--- src/rtl/pwm_bank_pkg.sv ---
package pwm_bank_pkg;
  localparam int REG_W  = 32;
  localparam int ADDR_W = 8;
  localparam int CNT_W  = REG_W;

  localparam logic [ADDR_W-1:0] A_SCRATCH = 8'h08;
  localparam logic [ADDR_W-1:0] A_IDENT   = 8'h0C;
  localparam logic [ADDR_W-1:0] A_CTRL    = 8'h10;
  localparam logic [ADDR_W-1:0] A_NCHAN   = 8'h14;
  localparam logic [ADDR_W-1:0] A_MODE    = 8'h18;

  localparam logic [REG_W-1:0] IDENT_VAL = 32'h601A_3471;

  // Output level for one channel at a given phase.
  // The phase always stays below the period, so an offset at or past the
  // period can never match.
  function automatic logic pwm_level(input logic [CNT_W-1:0] phase,
                                     input logic [CNT_W-1:0] per,
                                     input logic [CNT_W-1:0] duty,
                                     input logic [CNT_W-1:0] off);
    return (per != '0) && (phase >= off) && ((phase - off) < duty);
  endfunction
endpackage

--- src/rtl/pwm_bank_regs.sv ---
module pwm_bank_regs
  import pwm_bank_pkg::*;
#(
  parameter int NCH = 4
) (
  input  logic              clk,
  input  logic              rst_n,
  input  logic              wr_en,
  input  logic [ADDR_W-1:0] wr_addr,
  input  logic [REG_W-1:0]  wr_data,
  input  logic              rd_en,
  input  logic [ADDR_W-1:0] rd_addr,
  output logic [REG_W-1:0]  rd_data,
  output logic [CNT_W-1:0]  sh_per  [NCH],
  output logic [CNT_W-1:0]  sh_duty [NCH],
  output logic [CNT_W-1:0]  sh_off  [NCH],
  output logic              core_rst,
  output logic              force_align,
  output logic              load_pulse
);
  localparam int IW = (NCH > 1) ? $clog2(NCH) : 1;

  logic [REG_W-1:0] scratch;
  logic [REG_W-1:0] rd_next;
  logic             w_hit, r_hit;
  logic [IW-1:0]    w_idx, r_idx;

  // Channel array decode: bits 7:6 pick the array, bits 5:2 the channel
  assign w_hit = (wr_addr[7:6] != 2'b00) && (wr_addr[1:0] == 2'b00) && (int'(wr_addr[5:2]) < NCH);
  assign r_hit = (rd_addr[7:6] != 2'b00) && (rd_addr[1:0] == 2'b00) && (int'(rd_addr[5:2]) < NCH);
  assign w_idx = wr_addr[2 +: IW];
  assign r_idx = rd_addr[2 +: IW];

  assign load_pulse = wr_en && (wr_addr == A_CTRL) && wr_data[1];

  always_ff @(posedge clk or negedge rst_n) begin
    if (!rst_n) begin
      scratch     <= '0;
      core_rst    <= 1'b1;
      force_align <= 1'b0;
      for (int i = 0; i < NCH; i++) begin
        sh_per[i]  <= '0;
        sh_duty[i] <= '0;
        sh_off[i]  <= '0;
      end
    end else if (wr_en) begin
      if (wr_addr == A_SCRATCH) scratch     <= wr_data;
      if (wr_addr == A_CTRL)    core_rst    <= wr_data[0];
      if (wr_addr == A_MODE)    force_align <= wr_data[1];
      if (w_hit) begin
        case (wr_addr[7:6])
          2'b01:   sh_per[w_idx]  <= wr_data;
          2'b10:   sh_duty[w_idx] <= wr_data;
          default: sh_off[w_idx]  <= wr_data;
        endcase
      end
    end
  end

  always_comb begin
    rd_next = '0;
    case (rd_addr)
      A_SCRATCH: rd_next = scratch;
      A_IDENT:   rd_next = IDENT_VAL;
      A_CTRL:    rd_next = {{(REG_W-1){1'b0}}, core_rst};
      A_NCHAN:   rd_next = REG_W'(NCH);
      A_MODE:    rd_next = {{(REG_W-2){1'b0}}, force_align, 1'b0};
      default: begin
        if (r_hit) begin
          case (rd_addr[7:6])
            2'b01:   rd_next = sh_per[r_idx];
            2'b10:   rd_next = sh_duty[r_idx];
            default: rd_next = sh_off[r_idx];
          endcase
        end
      end
    endcase
  end

  always_ff @(posedge clk or negedge rst_n) begin
    if (!rst_n)     rd_data <= '0;
    else if (rd_en) rd_data <= rd_next;
  end
endmodule

--- src/rtl/pwm_bank_align.sv ---
module pwm_bank_align #(
  parameter int NCH = 4
) (
  input  logic           clk,
  input  logic           rst_n,
  input  logic           load_pulse,
  input  logic           force_align,
  input  logic           core_rst,
  input  logic [NCH-1:0] chan_en,
  input  logic [NCH-1:0] chan_wrap,
  output logic           commit,
  output logic [NCH-1:0] park
);
  logic           pending;
  logic           pend_eff;
  logic [NCH-1:0] finished;

  assign pend_eff = pending | load_pulse;
  assign finished = park | chan_wrap | ~chan_en;
  assign commit   = pend_eff && (force_align || core_rst || (&finished));

  always_ff @(posedge clk or negedge rst_n) begin
    if (!rst_n) begin
      pending <= 1'b0;
      park    <= '0;
    end else if (commit) begin
      pending <= 1'b0;
      park    <= '0;
    end else if (pend_eff) begin
      pending <= 1'b1;
      park    <= park | chan_wrap;
    end
  end
endmodule

--- src/rtl/pwm_bank_chan.sv ---
module pwm_bank_chan
  import pwm_bank_pkg::*;
(
  input  logic             clk,
  input  logic             rst_n,
  input  logic             core_rst,
  input  logic             commit,
  input  logic             park,
  input  logic [CNT_W-1:0] sh_per,
  input  logic [CNT_W-1:0] sh_duty,
  input  logic [CNT_W-1:0] sh_off,
  output logic [CNT_W-1:0] cnt,
  output logic [CNT_W-1:0] act_per,
  output logic [CNT_W-1:0] act_off,
  output logic             chan_en,
  output logic             chan_wrap,
  output logic             pwm
);
  logic [CNT_W-1:0] act_duty;

  assign chan_en   = (act_per != '0);
  assign chan_wrap = chan_en && !park && !core_rst && (cnt == act_per - CNT_W'(1));
  assign pwm       = !core_rst && !park && pwm_level(cnt, act_per, act_duty, act_off);

  always_ff @(posedge clk or negedge rst_n) begin
    if (!rst_n) begin
      act_per  <= '0;
      act_duty <= '0;
      act_off  <= '0;
    end else if (commit) begin
      act_per  <= sh_per;
      act_duty <= sh_duty;
      act_off  <= sh_off;
    end
  end

  always_ff @(posedge clk or negedge rst_n) begin
    if (!rst_n)                                     cnt <= '0;
    else if (core_rst || commit || park || !chan_en) cnt <= '0;
    else if (chan_wrap)                             cnt <= '0;
    else                                            cnt <= cnt + CNT_W'(1);
  end
endmodule

--- src/rtl/pwm_bank.sv ---
module pwm_bank
  import pwm_bank_pkg::*;
#(
  parameter int NCH = 4
) (
  input  logic              clk,
  input  logic              rst_n,
  input  logic              wr_en,
  input  logic [ADDR_W-1:0] wr_addr,
  input  logic [REG_W-1:0]  wr_data,
  input  logic              rd_en,
  input  logic [ADDR_W-1:0] rd_addr,
  output logic [REG_W-1:0]  rd_data,
  output logic [NCH-1:0]    pwm_out
);
  logic [CNT_W-1:0] sh_per  [NCH];
  logic [CNT_W-1:0] sh_duty [NCH];
  logic [CNT_W-1:0] sh_off  [NCH];
  logic [CNT_W-1:0] cnt     [NCH];
  logic [CNT_W-1:0] act_per [NCH];
  logic [CNT_W-1:0] act_off [NCH];
  logic             core_rst, force_align, load_pulse, commit;
  logic [NCH-1:0]   chan_en, chan_wrap, park;

  pwm_bank_regs #(.NCH(NCH)) u_regs (
    .clk(clk), .rst_n(rst_n),
    .wr_en(wr_en), .wr_addr(wr_addr), .wr_data(wr_data),
    .rd_en(rd_en), .rd_addr(rd_addr), .rd_data(rd_data),
    .sh_per(sh_per), .sh_duty(sh_duty), .sh_off(sh_off),
    .core_rst(core_rst), .force_align(force_align), .load_pulse(load_pulse)
  );

  pwm_bank_align #(.NCH(NCH)) u_align (
    .clk(clk), .rst_n(rst_n),
    .load_pulse(load_pulse), .force_align(force_align), .core_rst(core_rst),
    .chan_en(chan_en), .chan_wrap(chan_wrap),
    .commit(commit), .park(park)
  );

  for (genvar i = 0; i < NCH; i++) begin : g_chan
    pwm_bank_chan u_chan (
      .clk(clk), .rst_n(rst_n),
      .core_rst(core_rst), .commit(commit), .park(park[i]),
      .sh_per(sh_per[i]), .sh_duty(sh_duty[i]), .sh_off(sh_off[i]),
      .cnt(cnt[i]), .act_per(act_per[i]), .act_off(act_off[i]),
      .chan_en(chan_en[i]), .chan_wrap(chan_wrap[i]), .pwm(pwm_out[i])
    );
  end
endmodule

--- config.mk ---
export PLATFORM = sky130hd
export DESIGN_NAME = pwm_bank
export DESIGN_NICKNAME = d
export VERILOG_FILES = /design/src/rtl/pwm_bank_pkg.sv /design/src/rtl/pwm_bank_regs.sv /design/src/rtl/pwm_bank_align.sv /design/src/rtl/pwm_bank_chan.sv /design/src/rtl/pwm_bank.sv
export SDC_FILE = /design/constraint.sdc
export NUM_CORES = 2
export LEC_CHECK = 0
export BUFFER_PORTS_ARGS = -buffer_cell sky130_fd_sc_hd__buf_2
export CORE_MARGIN = 2
export CORE_UTILIZATION = 40
export CTS_CLUSTER_SIZE = 40
export DETAILED_ROUTE_END_ITERATION = 7
export PLACE_DENSITY = 0.62
export SLEW_MARGIN = 20
export SYNTH_ARGS = -nofsm -noshare
export SYNTH_HDL_FRONTEND = slang
export SYNTH_HIERARCHICAL = 1
export SYNTH_SLANG_ARGS = --single-unit
--- constraint.sdc ---
create_clock -name clk -period 6.02 [get_ports clk]
set_input_delay 1.204 -clock clk [delete_from_list [all_inputs] [get_ports clk]]
set_output_delay 1.204 -clock clk [all_outputs]
set_load 0.02 [all_outputs]
### Word level (Yosys, flattened, before mapping)

Cells that the tools add are included.

| word-level totals | value |
|---|---|
| input port bits | 52 |
| output and inout port bits | 36 |
| flip-flop bits (word level) | 967 |
| logic and storage cells | 184 |

| cells by class | value |
|---|---|
| $add $sub $neg | 12 |
| mux-type cells | 29 |
| bitwise operators | 7 |
| equality and inequality tests | 16 |
| reduce and logical (&&, ||, !) cells | 73 |
| magnitude comparators | 13 |

Operator list:

| cell | number |
|---|---|
| 32-bit two-way mux | 16 |
| 128-bit bitwise mux | 3 |
| 32-bit binary-select mux with 2-bit select | 3 |
| 32-bit case mux with 5 select lines | 1 |
| 32-bit by 1-bit adder with 32-bit output, second input constant | 4 |
| 32-bit equality test | 4 |
| 32-bit greater-or-equal comparator | 4 |
| 32-bit less-than comparator | 4 |
| 32-bit nonzero test | 4 |
| 32-bit by 1-bit subtractor with 32-bit output, second input constant | 4 |
| 32-bit subtractor | 4 |
| 32-bit demux with 2-bit select | 1 |
| 32-bit case mux with 2 select lines | 1 |
| 8-bit by 5-bit equality test with 1-bit output, second input constant | 5 |
| 1-bit logical AND | 36 |
| 8-bit by 4-bit equality test with 1-bit output, second input constant | 3 |
| 1-bit logical OR | 11 |
| 1-bit zero test | 9 |
| 3-bit AND reduction | 3 |
| 4-bit by 3-bit less-than comparator with 1-bit output, second input constant | 2 |
| 4-bit two-way mux | 2 |
| 4-bit bitwise OR | 2 |
| 3-bit greater-or-equal comparator, second input constant | 2 |
| 2-bit inverter with 3-bit output | 2 |
| 12 further kinds | 20 |

### Logic depth before layout (Yosys ltp)

| depth | value |
|---|---|
| word-level depth | 13 |
| mapped depth | 20 |
| mapped depth without buffers | 20 |

### By module

Netlist, hierarchy kept.

By module, submodules not included:

| module | cells an instance | sequential area each (sq um) | area an instance (sq um) | times used |
|---|---|---|---|---|
| pwm_bank_regs | 1437 | 11262.1 | 20216.9 | 1 |
| pwm_bank_chan (g_chan[1].u_chan ...) | 950 | 3203.1 | 8598.2 | 2 |
| pwm_bank_chan (g_chan[0].u_chan) | 999 | 3203.1 | 9014.9 | 1 |
| pwm_bank_chan (g_chan[3].u_chan) | 964 | 3203.1 | 8627.0 | 1 |
| pwm_bank_align | 24 | 125.1 | 226.5 | 1 |

### Worst setup path after synthesis

OpenSTA, ideal clock, no wires.

| timing path | value |
|---|---|
| kind | register -> output |
| start | reg g_chan[0].u_chan.cnt[0] |
| end | out pwm_out[0] |
| stages on the path, launching flop included | 18 |
| required time | 4.816 ns |
| arrival time | 4.835 ns |
| path slack | -0.019 ns |
| path buffers | 0 |
| path through | dfrtp_1 -> inv_1 -> ha_1 -> fa_1 -> nor2b_1 -> o31a_1 -> o311a_1 -> nor3_1 -> o21ai_0 -> and3_1 -> or4_1 -> ha_1 -> nand2_1 -> nor3_1 -> and2_1 -> a311o_1 -> or4_1 -> nor4b_1 |

| on the way | value |
|---|---|
| longest elaborated chain between the ends | 4 |
| elaborated cells on any way between the ends | 6 |
| those cells by class | 1 x add/sub; 2 x order compare; 3 x reduce/logical |

RTL lines:

| element | line | source |
|---|---|---|
| start, declared | pwm_bank_chan.sv:12 | `output logic [CNT_W-1:0] cnt,` |
| start signal, assigned | pwm_bank_chan.sv:41 | `else cnt <= cnt + CNT_W'(1);` |
| 32-bit subtractor / 32-bit greater-or-equal comparator (equally long branches) | pwm_bank_pkg.sv:21 | `return (per != '0) && (phase >= off) && ((phase - off) < duty);` |
| 32-bit less-than comparator / 1-bit logical AND (equally long branches) | pwm_bank_pkg.sv:21 |  |
| 1-bit logical AND * | pwm_bank_pkg.sv:21 |  |
| 1-bit logical AND * | pwm_bank_chan.sv:23 | `assign pwm = !core_rst && !park && pwm_level(cnt, act_per, act_duty, act_off);` |
| end, declared | pwm_bank.sv:14 | `output logic [NCH-1:0] pwm_out` |

Every way passes the cells marked *; elsewhere a longest branch is shown, timed or not.

### Final worst setup path

| timing path | value |
|---|---|
| start | reg g_chan[3].u_chan.cnt[0] |
| end | out pwm_out[3] |

| on the way | value |
|---|---|
| longest elaborated chain between the ends | 4 |
| elaborated cells on any way between the ends | 6 |
| those cells by class | 1 x add/sub; 2 x order compare; 3 x reduce/logical |

RTL lines:

| element | line |
|---|---|
| start, declared | pwm_bank_chan.sv:12 |
| start signal, assigned | pwm_bank_chan.sv:41 |
| 32-bit subtractor / 32-bit greater-or-equal comparator (equally long branches) | pwm_bank_pkg.sv:21 |
| 32-bit less-than comparator / 1-bit logical AND (equally long branches) | pwm_bank_pkg.sv:21 |
| 1-bit logical AND * | pwm_bank_pkg.sv:21 |
| 1-bit logical AND * | pwm_bank_chan.sv:23 |

Marks and branches as above.

==> results.cfg <==
[status]
status = finished, violations left
violations = negative setup slack

[placement]
dp_worst_setup_slack_ps = 170
portBuffers = 87
dp_hpwl_um = 145000
placed_area_um2 = 58100
gp_congestion = 0.946
dp.cells = 7076

[synthesis]
synth-edff-count = 0
syn_inst = 5324
synth_fp_nets = 5646
synth-async-reset-ratio_pct = 100
ys_seq_elements = 967
yosysSeqAreaShare_pct = 43.8
syn_area_per_cell_um2 = 10.4
netlist_area_um2 = 55300
synth-main-ff-cell = dfrtp_1
ys_warn_count = 6
ys_types = 112

[global_route]
first_global_vias = 41100
grt_util_all_layers_pct = 26.6
grt_pass1_wl_um = 280000
grt-ovfl-total = 0
grt_max_degree = 145
antenna_found_initial = 14

[finish]
postLayoutCoreUtil_pct = 46.2
fin_nets = 5777
fin_area_um2 = 63500
finalNonFillerCells = 7341
final_layout_size_suffix_gt1_share_pct = 25.0
nFillCells = 12700
syn_to_final_growth_pct = 14.8

[worst_setup_path]
crit_path_top_delay_cell = dfrtp_1
critPathKind = register to output pin
crit_buf_inv = 4
slowest_delay_ps = 380
critPathCaptureType = output pin
crit_family = compound AO/OA/AOI/OAI gates
cp_common_cell = buf_4
crit_path_start_kind = register
cp.arrival_ps = 4840
cp_cell_sequence = inv_1 > ha_4 > fa_2 > nor2b_2 > o31a_1 > o21ai_2 > a211oi_2 > buf_4 > a221o_1 > o2bb2ai_2 > a31o_2 > xor2_1 > ha_1 > a21o_1 > a21oi_2 > nor2_1 > or3_1 > a311oi_2 > buf_4 > buf_6
crit_fanout = 4
required_ps = 4820

[cts]
cts.sinks = 967
postCtsHoldBufs = 0
cts_buffers = 106
clk_path_buf_depth = 3
clk_pin_slew_ps = 60
tritoncts = done
htreeDepth = 3
root_buffer = clkbuf_16
clk_latency_ps = 760

[sta]
finalCriticalPeriod_ps = 6040
worst_slack_ps = -23.5
fmax_mhz = 165
whs_ps = 495
worst_pin_slew_ps = 1000
maxSlewViolCount = 0
finalSetupViolCount = 2
period_share_pct = 100
rsz0062_at_grt = yes
slew_headroom_pct = 33.3
hold_violations = 0
final.setup.tns_ps = -44.3
skew_ps = 56.0

[pwr]
clkPwrFrac_pct = 37.8
combPwrFrac_pct = 20.9
power_mw = 18.1
p_switching_mw = 5.60
swShare_pct = 31.0
leakage_nw = 30.4
ir_worst_vdd_v = 0.000222
power_density_nw_per_um2 = 285
p_int_mw = 12.5
power_frac_seq_pct = 41.2

[job]
maxCapViolations = 0

[drt]
ant_nets = 0
first_iter_violations = 4733
dr.pass1.iters = 6
drc = 0
dr_total_vias = 43000
avgRoutedWirePerCell_um = 26.1
vias_per_cell = 5.86
drt_wl_total_um = 191000

[floorplan]
die_x_um = 376
row_count = 136
ioPinCount = 88
die_area_um2 = 141000
core_area_um2 = 137000
die_y_um = 376
start_util_pct = 40.3

[hold_path]
hp-class = register to register
-- synth_stat cells, drive strengths merged, types with 22 or more instances --
master | count | area (um2)
dfrtp | 966 | 24200
mux2 | 543 | 6110
nand2 | 492 | 1860
o21ai | 381 | 1910
inv | 334 | 1250
ha | 266 | 3330
nor2 | 265 | 1180
xnor2 | 233 | 2050
a21oi | 208 | 1040
clkbuf | 177 | 696
xor2 | 147 | 1290
mux2i | 138 | 1380
nand3 | 125 | 631
nand4 | 88 | 557
nor3 | 80 | 468
buf | 76 | 464
a21o | 72 | 541
nor4 | 71 | 609
and3 | 62 | 398
a22oi | 48 | 365
o211ai | 42 | 315
o221ai | 39 | 342
or4 | 34 | 290
mux4 | 30 | 676
nor2b | 29 | 181
a211oi | 23 | 178
nand2b | 22 | 138
o21bai | 22 | 165
or3 | 22 | 143
-- repair_timing --
item | CTS | global route
pin swaps | 30 | 82
gates resized for setup | 130 | 137
setup endpoints to repair | 4 | 4
buffers inserted | 25 | 39
-- cell type report --
cell class / instances / area, um2 / area share (%)
antenna: 8 / 20.0 / 0.0315
clock buffer: 144 / 3010 / 4.74
clock inverter: 48 / 629 / 0.992
inverter: 334 / 1250 / 1.98
multi-input combinational: 3768 / 29900 / 47.1
sequential: 967 / 24200 / 38.2
tap: 1794 / 2240 / 3.54
timing repair buffer: 278 / 2210 / 3.49
-- layout by cell type, fill, tap and decap left out, types with 37 or more instances in the layout --
master	instances
xnor2_1	232
nand4_1	87
nand2_1	486
o21ai_0	348
nand3_1	123
xor2_1	147
and3_1	53
nor3_1	62
a21o_1	72
buf_4	167
ha_4	39
a21oi_1	189
nor2_2	78
buf_2	81
dfrtp_1	937
o221ai_1	37
clkbuf_16	107
mux2i_1	138
ha_1	219
o211ai_1	42
nor4_1	51
nor2_1	187
inv_1	331
a22oi_1	45
mux2_2	539
-- routing by layer --
layer	GRT usage [%]	vias to the layer above	part of all wire, %
met1	38.1	21900	45
met3	3.94	298	6.7
li1	-	19300	-
met2	40.1	1564	44
met5	0	-	0.014
met4	11.1	4	4.4
-- cells by family (layout without fill, tap and decap cells) --
family	after synthesis	after routing	synth area share, %
other cells	0	8	0
xor+xnor	380	380	6.03
buf+inv	589	804	4.41
simple gates	1387	1387	13.2
fa+ha+maj	270	270	6.17
mux	711	711	14.8
compound gates	1020	1020	11.7
flops	967	967	43.8
-- worst register-to-register path, cell delays in order, from the launching register on --
cell and delay (ps):
dfrtp_1 520, or4_1 690, nor4_1 520, nand3_1 200, xnor2_1 170, o211ai_1 240
or4_1 560, or4_1 530, nor2_1 450, nor2_1 110, a22oi_1 150, a211o_1 170
and2_4 300, buf_12 260, buf_12 270, nand2_1 290, o21ai_0 160
-- power groups by stage --
stage | clock network, mW | registers (mW) | logic (mW)
floorplan | 0 | 7.35 | 2.31
global placement | 0 | 7.54 | 3.32
detailed placement | 0 | 7.55 | 3.36
CTS | 6.95 | 7.45 | 3.55
global route | 7.21 | 7.51 | 4.14
finish | 6.84 | 7.46 | 3.79
-- path summary, 6_finish.rpt --
check	end	slack (ps)	cells past startpoint	from
max	pwm_out[3]	-20	20	g_chan[3].u_chan/cnt[0]$_DFF_PN0_
min	g_chan[1].u_chan/act_off[4]$_DFFE_PN0P_	500	2	u_regs/sh_off[68]$_DFFE_PN0P_
max reg2reg	g_chan[0].u_chan/act_duty[23]$_DFFE_PN0P_	320	16	g_chan[1].u_chan/act_per[19]$_DFFE_PN0P_
min reg2reg	g_chan[1].u_chan/act_off[4]$_DFFE_PN0P_	500	2	u_regs/sh_off[68]$_DFFE_PN0P_
max in group asynchronous	u_regs/rd_data[25]$_DFFE_PN0P_	4040	2	rst_n
min in group asynchronous	g_chan[0].u_chan/cnt[2]$_DFF_PN0_	530	1	rst_n
-- registers in the layout (all words and copies together) (netlist names) --
register,cells
u_align/park,4
u_regs/sh_off,128
u_regs/scratch,32
u_regs/core_rst,1
u_align/pending,1
u_regs/sh_duty,128
g_chan.u_chan/act_off,128
g_chan.u_chan/act_per,128
u_regs/sh_per,128
g_chan.u_chan/cnt,128
u_regs/rd_data,32
u_regs/force_align,1
g_chan.u_chan/act_duty,128
Power figures use the tool's default switching activity.
